--- src/rtl/pb_pkg.sv ---
package pb_pkg;

  typedef enum logic [1:0] {
    RD_IDLE  = 2'd0,
    RD_FETCH = 2'd1,
    RD_BUF   = 2'd2
  } rd_state_e;

  function automatic int unsigned lat_pick(input logic hit, input int unsigned long_lat,
                                           input int unsigned short_lat);
    return hit ? short_lat : long_lat;
  endfunction

endpackage

--- src/rtl/pb_lat_timer.sv ---
module pb_lat_timer #(
  parameter int unsigned CNT_W = 4
) (
  input  logic             clk_i,
  input  logic             rst_ni,
  input  logic             start_i,
  input  logic [CNT_W-1:0] load_i,
  output logic             busy_o,
  output logic             done_o
);

  logic [CNT_W-1:0] cnt_q;
  logic             run_q;

  assign busy_o = run_q;
  assign done_o = run_q && (cnt_q == '0);

  always_ff @(posedge clk_i or negedge rst_ni) begin
    if (!rst_ni) begin
      run_q <= 1'b0;
      cnt_q <= '0;
    end else if (start_i && !run_q) begin
      run_q <= 1'b1;
      cnt_q <= load_i - CNT_W'(1);
    end else if (run_q) begin
      if (cnt_q == '0) run_q <= 1'b0;
      else             cnt_q <= cnt_q - CNT_W'(1);
    end
  end

endmodule

--- src/rtl/pb_page_tracker.sv ---
module pb_page_tracker #(
  parameter int unsigned TAG_W = 18
) (
  input  logic             clk_i,
  input  logic             rst_ni,
  input  logic             inval_i,
  input  logic             look_en_i,
  input  logic [TAG_W-1:0] look_tag_i,
  input  logic             fetch_i,
  input  logic             fill_i,
  input  logic [TAG_W-1:0] fill_tag_i,
  output logic             hit_o
);

  logic [TAG_W-1:0] tag_q;
  logic             vld_q;
  logic             spoil_q;

  // an invalidation in the lookup cycle forces a miss
  assign hit_o = look_en_i && vld_q && !inval_i && (tag_q == look_tag_i);

  always_ff @(posedge clk_i or negedge rst_ni) begin
    if (!rst_ni) begin
      spoil_q <= 1'b0;
    end else if (fetch_i) begin
      spoil_q <= 1'b0;
    end else if (inval_i) begin
      spoil_q <= 1'b1;
    end
  end

  always_ff @(posedge clk_i or negedge rst_ni) begin
    if (!rst_ni) begin
      vld_q <= 1'b0;
      tag_q <= '0;
    end else if (inval_i) begin
      vld_q <= 1'b0;
    end else if (fill_i && !spoil_q) begin
      vld_q <= 1'b1;
      tag_q <= fill_tag_i;
    end
  end

endmodule

--- src/rtl/pb_page_store.sv ---
module pb_page_store #(
  parameter int unsigned WORD_W = 32,
  parameter int unsigned WORDS  = 4,
  parameter int unsigned IDX_W  = 2
) (
  input  logic                    clk_i,
  input  logic                    rst_ni,
  input  logic                    load_i,
  input  logic [WORDS*WORD_W-1:0] page_i,
  input  logic [IDX_W-1:0]        idx_i,
  output logic [WORD_W-1:0]       word_o
);

  logic [WORD_W-1:0] word_q [WORDS];

  for (genvar g = 0; g < WORDS; g++) begin : g_word
    always_ff @(posedge clk_i or negedge rst_ni) begin
      if (!rst_ni)     word_q[g] <= '0;
      else if (load_i) word_q[g] <= page_i[g*WORD_W +: WORD_W];
    end
  end

  assign word_o = word_q[idx_i];

endmodule

--- src/rtl/pb_page_buffer.sv ---
module pb_page_buffer
  import pb_pkg::*;
#(
  parameter int unsigned ADDR_W     = 20,
  parameter int unsigned WORD_W     = 32,
  parameter int unsigned PAGE_WORDS = 4,
  parameter int unsigned LONG_LAT   = 8,
  parameter int unsigned SHORT_LAT  = 2
) (
  input  logic                         clk_i,
  input  logic                         rst_ni,
  input  logic                         rd_req_i,
  input  logic [ADDR_W-1:0]            rd_addr_i,
  input  logic                         latch_mode_i,
  input  logic                         wr_evt_i,
  input  logic                         pdown_i,
  output logic                         busy_o,
  output logic                         rd_valid_o,
  output logic [WORD_W-1:0]            rd_data_o,
  output logic                         rd_hit_o,
  output logic                         arr_rd_o,
  output logic [ADDR_W-3:0]            arr_page_o,
  input  logic [PAGE_WORDS*WORD_W-1:0] arr_rdata_i
);

  localparam int unsigned IDX_W = $clog2(PAGE_WORDS);
  localparam int unsigned TAG_W = ADDR_W - IDX_W;
  localparam int unsigned CNT_W = $clog2(LONG_LAT + 1);

  logic              accept, inval, hit, done, t_busy, fill;
  logic [TAG_W-1:0]  req_tag_q;
  logic [IDX_W-1:0]  req_idx_q;
  logic              req_latch_q;
  rd_state_e         state_q;
  logic [CNT_W-1:0]  lat_ld;
  logic [WORD_W-1:0] buf_word, arr_word;
  logic              valid_q, hit_q;
  logic [WORD_W-1:0] data_q;

  assign inval  = wr_evt_i || pdown_i;
  assign accept = rd_req_i && !t_busy;
  assign lat_ld = CNT_W'(lat_pick(hit, LONG_LAT, SHORT_LAT));
  assign fill   = done && (state_q == RD_FETCH) && !req_latch_q;

  pb_page_tracker #(.TAG_W(TAG_W)) u_tracker (
    .clk_i      (clk_i),
    .rst_ni     (rst_ni),
    .inval_i    (inval),
    .look_en_i  (accept && !latch_mode_i),
    .look_tag_i (rd_addr_i[ADDR_W-1:IDX_W]),
    .fetch_i    (accept),
    .fill_i     (fill),
    .fill_tag_i (req_tag_q),
    .hit_o      (hit)
  );

  pb_lat_timer #(.CNT_W(CNT_W)) u_timer (
    .clk_i   (clk_i),
    .rst_ni  (rst_ni),
    .start_i (accept),
    .load_i  (lat_ld),
    .busy_o  (t_busy),
    .done_o  (done)
  );

  pb_page_store #(.WORD_W(WORD_W), .WORDS(PAGE_WORDS), .IDX_W(IDX_W)) u_store (
    .clk_i  (clk_i),
    .rst_ni (rst_ni),
    .load_i (fill),
    .page_i (arr_rdata_i),
    .idx_i  (req_idx_q),
    .word_o (buf_word)
  );

  assign arr_word = arr_rdata_i[req_idx_q*WORD_W +: WORD_W];

  always_ff @(posedge clk_i or negedge rst_ni) begin
    if (!rst_ni) begin
      state_q     <= RD_IDLE;
      req_tag_q   <= '0;
      req_idx_q   <= '0;
      req_latch_q <= 1'b0;
    end else if (accept) begin
      state_q     <= hit ? RD_BUF : RD_FETCH;
      req_tag_q   <= rd_addr_i[ADDR_W-1:IDX_W];
      req_idx_q   <= rd_addr_i[IDX_W-1:0];
      req_latch_q <= latch_mode_i;
    end else if (done) begin
      state_q <= RD_IDLE;
    end
  end

  always_ff @(posedge clk_i or negedge rst_ni) begin
    if (!rst_ni) begin
      valid_q <= 1'b0;
      hit_q   <= 1'b0;
      data_q  <= '0;
    end else begin
      valid_q <= done;
      hit_q   <= done && (state_q == RD_BUF);
      if (done) data_q <= (state_q == RD_BUF) ? buf_word : arr_word;
    end
  end

  assign busy_o     = t_busy;
  assign rd_valid_o = valid_q;
  assign rd_hit_o   = hit_q;
  assign rd_data_o  = data_q;
  assign arr_rd_o   = t_busy && (state_q == RD_FETCH);
  assign arr_page_o = req_tag_q;

endmodule

--- config.mk ---
export PLATFORM = sky130hd
export DESIGN_NAME = pb_page_buffer
export DESIGN_NICKNAME = d
export VERILOG_FILES = /design/src/rtl/pb_pkg.sv /design/src/rtl/pb_lat_timer.sv /design/src/rtl/pb_page_tracker.sv /design/src/rtl/pb_page_store.sv /design/src/rtl/pb_page_buffer.sv
export SDC_FILE = /design/constraint.sdc
export NUM_CORES = 1
export LEC_CHECK = 0
export CAP_MARGIN = 20
export CORE_UTILIZATION = 50
export DETAILED_ROUTE_END_ITERATION = 10
export PLACE_DENSITY = 0.79
export SYNTH_ARGS = -nofsm -noshare
export SYNTH_HDL_FRONTEND = slang
export SYNTH_SLANG_ARGS = --single-unit
--- constraint.sdc ---
create_clock -name clk_i -period 5 [get_ports clk_i]
set_input_delay 1.25 -clock clk_i [delete_from_list [all_inputs] [get_ports clk_i]]
set_output_delay 1.25 -clock clk_i [all_outputs]
set_load 0.1 [all_outputs]
==> results by group <==
Drt
  • Vias per inst: 5.36
  • First drt pass iteration count: 4
  • Total Routed Length: 20900 microns
  • Wire per inst: 18.0 microns
  • Post-route ant nets: 0
  • Detailed Route Iter0 Violations: 219
  • Vias: 6234
  • Residual DRC: 0

Setup path
  • WP data required: 3.75 ns
  • Worst r2r src: req_idx_q[0]
  • R2R setup slack: 2.49 ns
  • R2r worst-path depth: 4
  • CP Launch Type: flop
  • Setup crit end kind: output pin
  • WS Path Type: reg -> out
  • Worst Path Max Fanout: 8
  • R2R Path End: rd_data_o[17]
  • Data arrival, critical path: 2.42 ns

Clocking
  • Root Buffer Master: clkbuf_16
  • CTS sink cnt: 210
  • Hold buffers post-CTS: 0
  • Clock slew at the register clock pins of the worst setup and hold paths: 0.06 ns
  • Post-CTS Resized: 0
  • H-tree depth: 1
  • Clk buf depth: 3
  • CTS tree: done
  • CTS buffer count: 23
  • Setup bufs post-CTS: 0
  • Clk_lat worst skew: 0.51 ns

Outcome
  • Status: finished, final reports clean

Synth
  • Yosys reg bits: 210
  • Mapped Cells: 685
  • Syn Area/Cell: 14.4 sq um
  • Unique masters post-synth: 33
  • Post-Syn Area: 9880 sq um
  • Sequential area share after synthesis: 53.2%
  • Syn_nets: 840
  • Yosys warning count: 0

Global route
  • First-pass GRT wire length: 34000 microns
  • Vias in the first global route: 6636
  • Largest net degree at the start of global routing: 129
  • Antenna violations before repair: 0
  • GRT Util Overall: 21.2%
  • Remaining global-route overflow: 0

Power and ir drop
  • PD cells: 692 nW/um^2
  • Lkg Pwr: 5.63 nW
  • Peak supply drop: 0.635 mV

Placed design
  • PortBufs: 207
  • Placement Setup Slack: 1.79 ns
  • Post-DP HPWL: 13900 microns
  • GPL Wtd Cong: 0.808

Die
  • Chip Height: 143 microns
  • Core area: 19400 sq um
  • # rows: 51
  • Initial Util: 50.9%
  • Die width: 143 microns
  • I/O Pins: 208
  • Die area: 20300 sq um

Timing
  • Slew Limit Fails: 0
  • Period utilization: 73.4%
  • Final setup margin: 1.33 ns
  • RSZ-0062 raised after global routing: no
  • Clk_skew: 0.0201 ns
  • Worst Tran Pin Value: 1.03 ns
  • Setup TNS Final: 0 ns
  • Final min period: 3.67 ns
  • FMAX: 0.272 GHz
  • Final hold slack: 0.473 ns
  • Setup violations, final: 0
  • Final count of hold timing violations: 0
  • Max-slew headroom: 31.0%

Layout
  • Share of cells above drive strength 1: 28.7%
  • # diodes: 0
  • Final #Nets: 1037
  • Area Overhead vs Synth: 30.4%

Worst hold path
  • Worst Hold End: rd_data_o[14]
  • Hold Crit Class: reg -> reg
  • Hold path start: rd_data_o[14]
  • Hold depth: 2

Run
  • Max-Cap Viols: 0
## registers in the layout (all words and copies together), names as in the netlist
| signal | count |
|---|---|
| u_timer.busy_o | 1 |
| u_tracker.vld_q | 1 |
| u_tracker.spoil_q | 1 |
| u_timer.cnt_q | 4 |
| rd_valid_o | 1 |
| rd_hit_o | 1 |
| u_tracker.tag_q | 18 |
| req_latch_q | 1 |
| u_store.word_q | 128 |
| rd_data_o | 32 |
| arr_page_o | 18 |
| req_idx_q | 2 |
| state_q | 2 |
## logic make-up after synthesis
kind of cell,Yosys count,synth area share [%]
and+or+nand+nor,124,5.32
xor gates and xnor gates,19,1.68
adders and majority gates,1,0.127
buffers and inverters,49,3.09
muxes,242,34.5
AOI/OAI and AO/OA,40,2.10
DFF,210,53.2
## routing by layer
metal / vias up / GRT usage [%] / part of all wire, %
met1: 3151 / 27.9 / 43
met4: 0 / 5.66 / 2.6
met5: - / 0 / 0
met3: 39 / 4.24 / 5.5
li1: 2886 / - / -
met2: 158 / 35.9 / 49
## worst max-delay path by stage
stage          cells past startpoint            from            endpoint
4_1_cts                            3  u_timer.busy_o            arr_rd_o
6_report                           3  u_timer.busy_o            arr_rd_o
2_1_floorplan                      2  u_timer.busy_o            arr_rd_o
5_1_grt                            3  u_timer.busy_o            arr_rd_o
3_5_place_dp                       4         pdown_i  u_tracker.tag_q[7]
3_3_place_gp                       4         pdown_i  u_tracker.tag_q[7]
## power by group
part           switching [W]  internal [W]
registers           0.000554       0.00249
clock network       0.000659       0.00106
logic                0.00241       0.00174
## stage by stage
stage | cell area, sq um | cells | util (%) | total power (W)
4_1_cts | 12900 | 1162 | 66.4 | 0.00900
6_report | 12900 | 1163 | 66.4 | 0.00891
5_1_grt | 12900 | 1163 | 66.4 | 0.00939
2_1_floorplan | 9880 | 685 | - | 0.00626
3_3_place_gp | 12100 | 1121 | 62.4 | 0.00714
3_5_place_dp | 12100 | 1121 | 62.4 | 0.00724
## worst max-delay path, stage by stage (launching register included)
cell and delay, ns:
dfrtp_1 0.46, nand3b_1 0.18, inv_1 0.13, clkdlybuf4s50_1 1.14
## synthesized netlist by cell type
| cell type | n | share of area [%] |
|---|---|---|
| a21bo_2 | 1 | 0.10 |
| a21o_1 | 1 | 0.076 |
| a21oi_1 | 6 | 0.30 |
| and2_1 | 2 | 0.13 |
| buf_1 | 1 | 0.038 |
| buf_2 | 7 | 0.35 |
| buf_4 | 2 | 0.15 |
| buf_6 | 14 | 1.6 |
| clkbuf_1 | 23 | 0.87 |
| dfrtp_1 | 210 | 53 |
| ha_1 | 1 | 0.13 |
| inv_1 | 2 | 0.076 |
| mux2_1 | 9 | 1.0 |
| mux2_2 | 137 | 16 |
| mux2i_1 | 32 | 3.2 |
| mux4_2 | 64 | 15 |
| nand2_1 | 99 | 3.8 |
| nand2b_1 | 2 | 0.13 |
| nand3_1 | 1 | 0.051 |
| nand3b_1 | 2 | 0.15 |
| nand4_1 | 4 | 0.25 |
| nor2_1 | 4 | 0.15 |
| nor2b_1 | 1 | 0.063 |
| nor3_1 | 3 | 0.15 |
| nor3_2 | 1 | 0.10 |
| nor3b_1 | 1 | 0.076 |
| nor4_1 | 1 | 0.063 |
| o21ai_0 | 32 | 1.6 |
| or2_2 | 1 | 0.063 |
| or3_1 | 1 | 0.063 |
| or4_4 | 1 | 0.11 |
| xnor2_1 | 15 | 1.3 |
| xor2_1 | 4 | 0.35 |
## area by class of cell
cell class	count	area, sq um
clock inverter	10	129
inverter	2	7.51
clock buffer	31	646
fill	1454	6520
multi-input combinational	426	4330
sequential	210	5260
timing repair buffer	219	2180
tap	265	332
## cell usage in the layout (no fill, tap or decap), types with 2 or more instances in the layout
cell type        Yosys  layout
clkbuf_8             0       5
clkdlybuf4s50_1      0     206
and2_1               2       2
nor3_1               3       3
mux2i_1             32      32
nand4_1              4       4
clkbuf_1            23       4
clkinv_2             0       6
mux2_2             137     137
xor2_1               4       4
nand2_1             99      99
a21oi_1              6       6
buf_4                2      10
o21ai_0             32      32
xnor2_1             15      15
mux2_1               9       9
dfrtp_1            210     208
nand3b_1             2       2
clkbuf_16            0      23
bufinv_16            0       3
mux4_2              64      64
inv_1                2       2
nor2_1               4       4
(Power assumes the default switching activity.)
